==> src/rtl/spi_flow_pkg.sv <==
package spi_flow_pkg;

  localparam int BYTE_W = 8;

  typedef enum logic [1:0] {
    PH_CMD = 2'd0,
    PH_WR  = 2'd1,
    PH_RD  = 2'd2
  } phase_t;

  function automatic logic [BYTE_W-1:0] pack_status(
    input logic pwr_down,
    input logic rdy_ok,
    input logic int_pend,
    input logic rx_full,
    input logic cmd_busy
  );
    return {pwr_down, rdy_ok, int_pend, rx_full, 3'b000, cmd_busy};
  endfunction

endpackage

==> src/rtl/spi_pin_sync.sv <==
module spi_pin_sync #(
  parameter int          W       = 1,
  parameter int          STAGES  = 2,
  parameter logic [W-1:0] RST_VAL = '0
) (
  input  logic         clk,
  input  logic         rst_n,
  input  logic [W-1:0] d,
  output logic [W-1:0] q
);

  logic [W-1:0] stg [STAGES];

  genvar gi;
  generate
    for (gi = 0; gi < STAGES; gi++) begin : g_stage
      if (gi == 0) begin : g_first
        always_ff @(posedge clk or negedge rst_n) begin
          if (!rst_n) stg[gi] <= RST_VAL;
          else        stg[gi] <= d;
        end
      end else begin : g_next
        always_ff @(posedge clk or negedge rst_n) begin
          if (!rst_n) stg[gi] <= RST_VAL;
          else        stg[gi] <= stg[gi-1];
        end
      end
    end
  endgenerate

  assign q = stg[STAGES-1];

endmodule

==> src/rtl/byte_fifo.sv <==
module byte_fifo #(
  parameter int WIDTH = 8,
  parameter int DEPTH = 32,
  localparam int AW   = $clog2(DEPTH),
  localparam int CW   = AW + 1
) (
  input  logic             clk,
  input  logic             rst_n,
  input  logic             push,
  input  logic [WIDTH-1:0] din,
  input  logic             pop,
  output logic [WIDTH-1:0] dout,
  output logic [CW-1:0]    count
);

  logic [WIDTH-1:0] mem [DEPTH];
  logic [AW-1:0]    wr_ptr, rd_ptr;

  always_ff @(posedge clk) begin
    if (push) mem[wr_ptr] <= din;
  end

  always_ff @(posedge clk or negedge rst_n) begin
    if (!rst_n) begin
      wr_ptr <= '0;
      rd_ptr <= '0;
      count  <= '0;
    end else begin
      if (push) wr_ptr <= wr_ptr + 1'b1;
      if (pop)  rd_ptr <= rd_ptr + 1'b1;
      case ({push, pop})
        2'b10:   count <= count + 1'b1;
        2'b01:   count <= count - 1'b1;
        default: count <= count;
      endcase
    end
  end

  assign dout = mem[rd_ptr];

endmodule

==> src/rtl/spi_flow_slave.sv <==
module spi_flow_slave
  import spi_flow_pkg::*;
#(
  parameter int BUF_DEPTH = 32,
  parameter int READ_BIT  = 6,
  localparam int CNT_W    = $clog2(BUF_DEPTH) + 1
) (
  input  logic              clk,
  input  logic              rst_n,
  input  logic              spi_sclk,
  input  logic              spi_cs_n,
  input  logic              spi_mosi,
  output logic              spi_miso,
  output logic              spi_miso_oe,
  output logic              ready_o,
  output logic              irq_n,
  output logic [BYTE_W-1:0] cmd_op,
  output logic              cmd_strobe,
  input  logic              st_powerdown,
  input  logic              st_cmd_busy,
  input  logic              int_clr,
  output logic [BYTE_W-1:0] rx_data,
  output logic              rx_valid,
  input  logic              rx_ready,
  input  logic [BYTE_W-1:0] tx_data,
  input  logic              tx_valid,
  output logic              tx_ready
);

  // synchronized pins: {select, clock, data}
  logic [2:0] pins_q;
  logic       cs_q, sclk_q, mosi_q;
  logic       cs_d, sclk_d;

  spi_pin_sync #(.W(3), .STAGES(2), .RST_VAL(3'b110)) u_sync (
    .clk   (clk),
    .rst_n (rst_n),
    .d     ({spi_cs_n, spi_sclk, spi_mosi}),
    .q     (pins_q)
  );

  assign {cs_q, sclk_q, mosi_q} = pins_q;

  always_ff @(posedge clk or negedge rst_n) begin
    if (!rst_n) begin
      cs_d   <= 1'b1;
      sclk_d <= 1'b1;
    end else begin
      cs_d   <= cs_q;
      sclk_d <= sclk_q;
    end
  end

  logic cs_fall, cs_rise, bit_rise, bit_fall;
  assign cs_fall  =  cs_d & ~cs_q;
  assign cs_rise  = ~cs_d &  cs_q;
  assign bit_rise = ~sclk_d &  sclk_q & ~cs_q;
  assign bit_fall =  sclk_d & ~sclk_q & ~cs_q;

  // serial engine state
  phase_t            phase;
  logic [2:0]        bit_cnt;
  logic [BYTE_W-1:0] sh_in, sh_out;
  logic              rd_pend;
  logic              int_flag, rdy_bad;

  logic [BYTE_W-1:0] byte_val;
  logic              byte_done;
  assign byte_val  = {sh_in[BYTE_W-2:0], mosi_q};
  assign byte_done = bit_rise && (bit_cnt == 3'd7);

  // buffers
  logic [CNT_W-1:0]  rx_cnt, tx_cnt;
  logic [BYTE_W-1:0] tx_dout;
  logic              rx_full, tx_full, tx_empty;
  logic              rx_push, rx_pop, tx_push, tx_pop;
  logic              rx_try, overrun, violation, set_evt, stall;

  assign rx_full  = (rx_cnt == CNT_W'(BUF_DEPTH));
  assign tx_full  = (tx_cnt == CNT_W'(BUF_DEPTH));
  assign tx_empty = (tx_cnt == '0);

  assign rx_try  = byte_done && (phase == PH_WR);
  assign rx_push = rx_try && !rx_full;
  assign overrun = rx_try && rx_full;
  assign rx_pop  = rx_valid && rx_ready;

  assign tx_ready = !tx_full;
  assign tx_push  = tx_valid && !tx_full;
  assign tx_pop   = (phase == PH_RD) && rd_pend && !tx_empty && !byte_done;

  byte_fifo #(.WIDTH(BYTE_W), .DEPTH(BUF_DEPTH)) u_rx_buf (
    .clk   (clk),
    .rst_n (rst_n),
    .push  (rx_push),
    .din   (byte_val),
    .pop   (rx_pop),
    .dout  (rx_data),
    .count (rx_cnt)
  );

  byte_fifo #(.WIDTH(BYTE_W), .DEPTH(BUF_DEPTH)) u_tx_buf (
    .clk   (clk),
    .rst_n (rst_n),
    .push  (tx_push),
    .din   (tx_data),
    .pop   (tx_pop),
    .dout  (tx_dout),
    .count (tx_cnt)
  );

  assign rx_valid = (rx_cnt != '0);

  // stall: write side waits for room, read side waits for data
  assign stall = !cs_q &&
                 (((phase == PH_WR) && rx_full) ||
                  ((phase == PH_RD) && rd_pend && tx_empty));

  assign violation = bit_fall && stall;
  assign set_evt   = violation || overrun;

  always_ff @(posedge clk or negedge rst_n) begin
    if (!rst_n) begin
      phase      <= PH_CMD;
      bit_cnt    <= '0;
      sh_in      <= '0;
      sh_out     <= '0;
      cmd_op     <= '0;
      cmd_strobe <= 1'b0;
      rd_pend    <= 1'b0;
    end else begin
      cmd_strobe <= 1'b0;
      if (cs_rise) begin
        phase   <= PH_CMD;
        bit_cnt <= '0;
        rd_pend <= 1'b0;
      end else begin
        if (cs_fall) begin
          sh_out  <= pack_status(st_powerdown, !rdy_bad, int_flag, rx_full, st_cmd_busy);
          phase   <= PH_CMD;
          bit_cnt <= '0;
        end
        if (tx_pop) begin
          sh_out  <= tx_dout;
          rd_pend <= 1'b0;
        end else if (bit_fall && (bit_cnt != 3'd0)) begin
          sh_out <= {sh_out[BYTE_W-2:0], 1'b0};
        end
        if (bit_rise) begin
          sh_in   <= byte_val;
          bit_cnt <= bit_cnt + 3'd1;
          if (byte_done) begin
            case (phase)
              PH_CMD: begin
                cmd_op     <= byte_val;
                cmd_strobe <= 1'b1;
                if (byte_val[READ_BIT]) begin
                  phase   <= PH_RD;
                  rd_pend <= 1'b1;
                end else begin
                  phase <= PH_WR;
                end
              end
              PH_RD:   rd_pend <= 1'b1;
              default: ;
            endcase
          end
        end
      end
    end
  end

  // interrupt and ready-bit violation, event beats clear
  always_ff @(posedge clk or negedge rst_n) begin
    if (!rst_n) begin
      int_flag <= 1'b0;
      rdy_bad  <= 1'b0;
    end else begin
      if (set_evt)      int_flag <= 1'b1;
      else if (int_clr) int_flag <= 1'b0;
      if (violation)    rdy_bad  <= 1'b1;
      else if (int_clr) rdy_bad  <= 1'b0;
    end
  end

  assign spi_miso    = sh_out[BYTE_W-1];
  assign spi_miso_oe = !cs_q;
  assign ready_o     = !stall;
  assign irq_n       = !int_flag;

endmodule

==> config.mk <==
export PLATFORM = sky130hd
export DESIGN_NAME = spi_flow_slave
export DESIGN_NICKNAME = d
export VERILOG_FILES = /design/src/rtl/spi_flow_pkg.sv /design/src/rtl/spi_pin_sync.sv /design/src/rtl/byte_fifo.sv /design/src/rtl/spi_flow_slave.sv
export SDC_FILE = /design/constraint.sdc
export NUM_CORES = 1
export LEC_CHECK = 0
export BUFFER_PORTS_ARGS = -buffer_cell sky130_fd_sc_hd__clkbuf_2
export CORE_MARGIN = 3
export CORE_UTILIZATION = 30
export CTS_CLUSTER_DIAMETER = 40
export DETAILED_ROUTE_END_ITERATION = 16
export SETUP_SLACK_MARGIN = 0.05
export SLEW_MARGIN = 20
export SYNTH_ARGS = -nofsm -noshare
export SYNTH_HDL_FRONTEND = slang
export SYNTH_HIERARCHICAL = 1
export SYNTH_SLANG_ARGS = --single-unit
==> constraint.sdc <==
create_clock -name clk -period 4.66 [get_ports clk]
set_clock_uncertainty 0.15 [all_clocks]
set_input_delay 0.932 -clock clk [delete_from_list [all_inputs] [get_ports clk]]
set_output_delay 0.932 -clock clk [all_outputs]
set_load 0.005 [all_outputs]
==> metrics, run 1 <==
Worst Slack Setup Final ~0.66 ns; worst path buffer plus inverter count 2; clock slew at reported path FFs ~0.05 ns; Num CTS Buffers 72; setup bufs post-CTS 0; Max-slew headroom 0.3477; worst slew pin tran 0.9785 ns; Internal Power roughly 10 mW; number of hold buffers added after cts 0; first-pass GRT wire length between 70 and 80 mm; Clk Latency, worst-skew pair approximately 0.60 ns; GRT overflow 0; clk root buf clkbuf_16; CP required about 3.6 ns; vias in the first global route around 12000; width of the die around 290 µm; Post-Syn Nets between 1000 and 1500; layout cells sized above 1 0.2007; Max IR drop VDD about 0.29 mV; WL/cell 20.50 µm; total negative slack 0 ns; GP Congestion 0.8147; FMAX 0.2498 GHz; fin crit period 4.003 ns; CTS tree yes; CP Max Fanout 36; final std cells w/o fill 2465; post-synth cell types 60; Synth Cell Area approximately 24000 µm²; slowest cell delay on critical path between 0.8 and 0.9 ns; drt via density approximately 5.0; PD cells approximately 520 nW/µm²; HP Class flip-flop to flip-flop; Worst setup SP type flip-flop; Max Cap Viol 0; Max Slew Vio Count 0; Synth Register Bits 584; DP Worst Slack 0.9542 ns; Rows just over 100; Yosys Warn Count 6; clk sinks approximately 580; drt drc 0; Die H between 200 and 300 µm; Initial Util 0.3044; Slowest-stage cell, CP dfrtp_4; Resized Gates After CTS 0; Top FF cell, synth edfxtp_1; placed cell count approximately 2300; Critical Path Sink Type output pin; switching share of power 0.2796; final number of setup-violating endpoints 0; clock network power share 0.377; switching power 3.993 mW; Post-Syn Instances 1320; RSZ-0062 raised after global routing no; final worst-path cycle share 0.8590; largest net degree at the start of global routing between 70 and 80; status finished, final reports clean; Layout area overhead 14.85%; Antenna diodes 0; Post-synth ARST share 0.1233; final core utilization 0.3496; initial DRC count approximately 1200; H-tree level count 3; IO Pins 41; drt total wl a little over 50 mm; Crit path max-delay family flip-flops; core box area between 70000 and 80000 µm²; Max clock buf depth 3; critical path class flip-flop to output pin; CP Data Arrival Time slightly below 3 ns; Pre-Repair DR Iteration Count 8; die area 82530 µm²; sequential share of the synthesized area 0.7240; # port buffers 40; Comb pwr share 0.158; antenna viol nets, final 0; vias after detailed routing roughly 12000; LEAKAGE slightly below 9 nW; initial antenna violation count 1; EDFF count, synth between 500 and 600; worst hold slack 0.2056 ns; final net count 1408; total track usage 0.1223; register share of total power 0.466; worst path cell trace buf_4 -> mux4_1 -> a21oi_1 -> a22oi_1 -> clkbuf_2; post-DP HPWL 30.87 mm; Final Hold Vio Count 0; Mapped Avg Cell Area roughly 18 µm²
[cell usage in the layout, fill, tap and decap left out, types with 8 or more instances in the layout]
cell / n
a21oi_1: 41
a221oi_1: 16
a22oi_1: 31
buf_4: 14
clkbuf_16: 73
clkbuf_2: 39
clkinv_2: 11
dfrtp_1: 61
edfxtp_1: 512
ha_1: 21
inv_1: 20
inv_6: 11
mux2_2: 25
mux2i_1: 99
mux4_1: 18
mux4_2: 62
nand2_1: 27
nand3_1: 10
nand3b_1: 8
nor2_1: 78
nor2b_1: 14
o21ai_0: 32
o221ai_1: 32
xnor2_1: 14
xor2_1: 12
[cell type report]
type                    count  area [µm²]
repair buffers             56       360.3
clock buffers              80        1853
clock inverters            50       490.5
multi-input cells         634        5977
flip-flops and latches    584       17200
well taps                1040        1301
inverters                  21       81.33
fillers                  7244       50720
[Yosys cell counts (all sizes together), types with 21 or more instances]
library cell,n,share of area
a21oi,42,0.0090
a22oi,33,0.011
buf,54,0.017
clkbuf,27,0.0044
dfrtp,66,0.070
edfxtp,512,0.65
ha,21,0.011
inv,21,0.0034
mux2,25,0.012
mux2i,99,0.042
mux4,80,0.079
nand2,27,0.0043
nor2,78,0.012
o21ai,36,0.0076
o221ai,32,0.012
[kinds of logic after synthesis]
group	count (synthesis)	share of synthesized area
and+or+nand+nor	201	0.04391
buffers and inverters	102	0.02483
DFF	584	0.7240
AOI/OAI and AO/OA	182	0.05424
muxes	204	0.1324
xor gates and xnor gates	26	0.009594
adders and majority gates	21	0.01107
[metrics by stage]
step	total power [mW]	area, µm²
floorplan	8.195	23740
global placement	8.954	24910
detailed placement	9.022	24910
CTS	14.44	27250
global route	14.89	27260
finish	14.28	27260
[state kept, by name, indices dropped and copies added, names as in the netlist, 2 cells and up]
register	count
u_rx_buf/mem	256
u_tx_buf/mem	256
cmd_op	8
sh_out	8
sh_in	7
u_rx_buf/count	6
u_tx_buf/count	6
u_rx_buf/rd_ptr	5
u_rx_buf/wr_ptr	5
u_tx_buf/rd_ptr	5
u_tx_buf/wr_ptr	5
bit_cnt	3
u_sync/q	3
u_sync/stg	3
phase	2
[path summary, 6_finish.rpt]
| check | from | end | depth (start not counted) | slack (ns) |
|---|---|---|---|---|
| worst min-delay path | u_sync/stg[3]$_DFF_PN0_ | u_sync/q[0]$_DFF_PN0_ | 0 | 0.21 |
| worst max-delay path | u_rx_buf/rd_ptr[0]$_DFFE_PN0P_ | rx_data[4] | 5 | 0.66 |
| worst max register to register | u_tx_buf/count[1]$_DFFE_PN0P_ | u_tx_buf/count[4]$_DFFE_PN0P_ | 11 | 1.07 |
| worst min register to register | u_sync/stg[3]$_DFF_PN0_ | u_sync/q[0]$_DFF_PN0_ | 0 | 0.21 |
| min in group asynchronous | rst_n | u_tx_buf/wr_ptr[4]$_DFFE_PN0P_ | 1 | 0.32 |
| max in group asynchronous | rst_n | u_rx_buf/rd_ptr[1]$_DFFE_PN0P_ | 1 | 3.25 |
[per-layer routing]
layer / GRT usage / up-vias / wire length (µm)
met5: 0 / - / 0
met4: 0.02851 / 0 / 913
met3: 0.02839 / 86 / 3375
met2: 0.1964 / 417 / 24650
met1: 0.1685 / 6355 / 21590
li1: - / 5402 / -
[power groups by stage]
stage	combinational [mW]	clock (mW)	sequential, mW
after detailed placement	2.27	0	6.76
final	2.25	5.38	6.65
after global routing	2.43	5.76	6.70
after global placement	2.22	0	6.74
after floorplan	1.69	0	6.51
after CTS	2.28	5.52	6.65
No activity file was read; power rests on OpenSTA's default activity.
==> run 2, diff against run 1 <==
--- a/config.mk
+++ b/config.mk
@@ -5,6 +5,7 @@
 export SDC_FILE = /design/constraint.sdc
 export NUM_CORES = 1
 export LEC_CHECK = 0
+export ABC_AREA = 1
 export BUFFER_PORTS_ARGS = -buffer_cell sky130_fd_sc_hd__clkbuf_2
 export CORE_MARGIN = 3
 export CORE_UTILIZATION = 30
==> run 2 against run 1 <==
  * Register-to-register slack gained 0.42 ns
  * Clock-buffer cell count grew 4
  * Sequential power shrank 5.9%
  * Worst hold slack lost 0.00079 ns
  * Wire length grew 18%
  * Final cell count grew 45%
  * Sequential share of layout area shrank 3.7 points
  * Combinational power grew 44%
  * Critical path depth grew 4
  * Fmax grew 3.7%
  * Total power grew 6.7%
==> metrics, run 2 <==
IO Pins approximately 40; clock slew at reported path FFs approximately 0.060 ns; initial antenna violation count 2; met1 GRT Util 0.1907; CP required roughly 3.6 ns; Pre-Repair DR Iteration Count 7; Die H between 200 and 300 µm; CP Data Arrival Time ~2.8 ns; Clk Latency, worst-skew pair 0.62 ns; worst hold slack between 0.2 and 0.25 ns; first-pass GRT wire length 92.87 mm; total negative slack 0 ns; RSZ-0062 raised after global routing no; Post-Syn Instances 2412; fin crit period between 3 and 4 ns; layout cells sized above 1 0.09366; antenna viol nets, final 0; multi-input logic area 6775 µm²; largest net degree at the start of global routing 141; final number of setup-violating endpoints 0; Max-slew headroom 0.3193; drt total wl between 50 and 60 mm; commonest non-fill, non-tap cell in the layout nor2_1; Mapped Avg Cell Area ~10 µm²; critical path class flip-flop to output pin; die area just under 90000 µm²; Synth Register Bits between 500 and 600; Layout area overhead 14.69%; EDFF count, synth 512; GR Util met3 0.02367; Initial Util 0.3052; PD cells 526.1 nW/µm²; number of hold buffers added after cts 0; most frequent cells in the layout nor2_1, edfxtp_1, nand2_1, inv_1, nand3_1; grt peak-use layer met2; Yosys top cell by area edfxtp_1; CP Max Fanout between 40 and 50; vias in the first global route between 15000 and 20000; final worst-path cycle share 0.8284; HP Class flip-flop to flip-flop; Max clock buf depth 3; drt via density between 4 and 5; Critical Path Source u_rx_buf/rd_ptr[0]$_DFFE_PN0P_; Synth Cell Area about 25000 µm²; worst slew pin tran 1.017 ns; count leader, synth nor2_1; met2 Usage GRT 0.2154; Storage cell area around 17000 µm²; final net count ~2500; Max IR drop VDD between 0.3 and 0.4 mV; status finished, final reports clean; FMAX roughly 0.26 GHz; sequential share of the synthesized area 0.6803; drt drc 0; width of the die just under 300 µm; vias after detailed routing around 17000; top area cells in the synthesized netlist edfxtp_1, nor2_1, nand2_1, dfrtp_1, nand3_1; Resized Gates After CTS 0; most frequent cells after synthesis nor2_1, edfxtp_1, nand2_1; setup bufs post-CTS 0; Critical Path Sink Type output pin; Rows 105; post-synth cell types 37; total track usage 0.1361; Antenna diodes 0; Worst setup SP type flip-flop; clk root buf clkbuf_16; Post-Syn Nets 2451; clk sinks about 580; Max Cap Viol 0; fill count between 8000 and 9000; R2R Setup Slk approximately 1.5 ns; H-tree level count 3; Num CTS Buffers between 70 and 80; R2R Path Start bit_cnt[0]$_DFFE_PN0P_; WL/cell 16.72 µm; Worst R2R Path Depth 7; LEAKAGE 11.20 nW; Yosys Warn Count 6; initial DRC count around 1500; GP Congestion slightly above 0.8; GRT overflow 0; # port buffers 40; Max Slew Vio Count 0; post-DP HPWL approximately 36 mm; worst r2r dst u_rx_buf/mem[18][4]$_DFFE_PP_; leading registers by flop count u_rx_buf/mem x256, u_tx_buf/mem x256; Post-synth ARST share 0.1233; crit path capture rx_data[7]; Final Hold Vio Count 0; Top FF cell, synth edfxtp_1; CTS tree yes; core box area around 83000 µm²; Synth top area share 0.6087
[run 2: report_power, final]
part / leakage [nW] / switching [mW] / internal [mW] / total (mW)
combinational: 4.38 / 2.28 / 0.950 / 3.23
clock: 1.22 / 2.33 / 3.42 / 5.76
sequential: 5.59 / 0.186 / 6.07 / 6.26
total: 11.2 / 4.79 / 10.4 / 15.2
[run 2: cell type report]
cell class                 instances  area share
multi-input combinational       1543      0.2339
tap                             1070     0.04621
inverter                         173     0.02259
clock inverter                    55     0.02013
timing repair buffer              70     0.01663
clock buffer                      84     0.06703
sequential                       584      0.5935
[run 2: cell families after synthesis]
| logic type | Yosys count | share of synthesized area |
|---|---|---|
| fa+ha+maj | 21 | 0.01040 |
| simple gates | 1271 | 0.2029 |
| flops | 584 | 0.6803 |
| xor+xnor | 18 | 0.006241 |
| compound gates | 233 | 0.04869 |
| buf+inv | 285 | 0.05147 |
[run 2: worst max-delay path: stages, from the launching register on]
cell and delay (ns):
dfrtp_4 0.49, inv_2 0.37, buf_12 0.29, o21ai_0 0.12, nand2_1 0.09, nor2_1 0.04, nor2_1 0.32, nor2_1 0.09
nor2_1 0.17, clkbuf_2 0.15
[run 2: metal layers]
metal | wire length, µm | vias to the layer above
li1 | - | 8120
met1 | 27320 | 7884
met2 | 27750 | 473
met3 | 3314 | 92
met4 | 1441 | 0
met5 | 0 | -
[run 2: through the flow]
step	util	total power [mW]	cell area [µm²]	setup WS (ns)	cells
final	0.3500	15.24	28970	0.7997	3579
after detailed placement	0.3195	9.599	26440	1.435	3440
after global placement	0.3195	9.578	26440	1.408	3440
after global routing	0.3500	16.02	28970	0.6007	3579
after CTS	0.3500	15.37	28970	0.7692	3579
after floorplan	-	8.550	25260	1.726	2412
[run 2: worst min-delay path by stage]
stage                                       start                    end  slack (ns)  depth (start not counted)
final                     u_sync/stg[4]$_DFF_PN1_  u_sync/q[1]$_DFF_PN1_        0.20                          0
after global routing      u_sync/stg[4]$_DFF_PN1_  u_sync/q[1]$_DFF_PN1_        0.21                          0
after CTS                 u_sync/stg[4]$_DFF_PN1_  u_sync/q[1]$_DFF_PN1_        0.21                          0
after detailed placement  u_sync/stg[4]$_DFF_PN1_  u_sync/q[1]$_DFF_PN1_        0.20                          0
after global placement    u_sync/stg[4]$_DFF_PN1_  u_sync/q[1]$_DFF_PN1_        0.20                          0
after floorplan           u_sync/stg[3]$_DFF_PN0_  u_sync/q[0]$_DFF_PN0_        0.18                          0
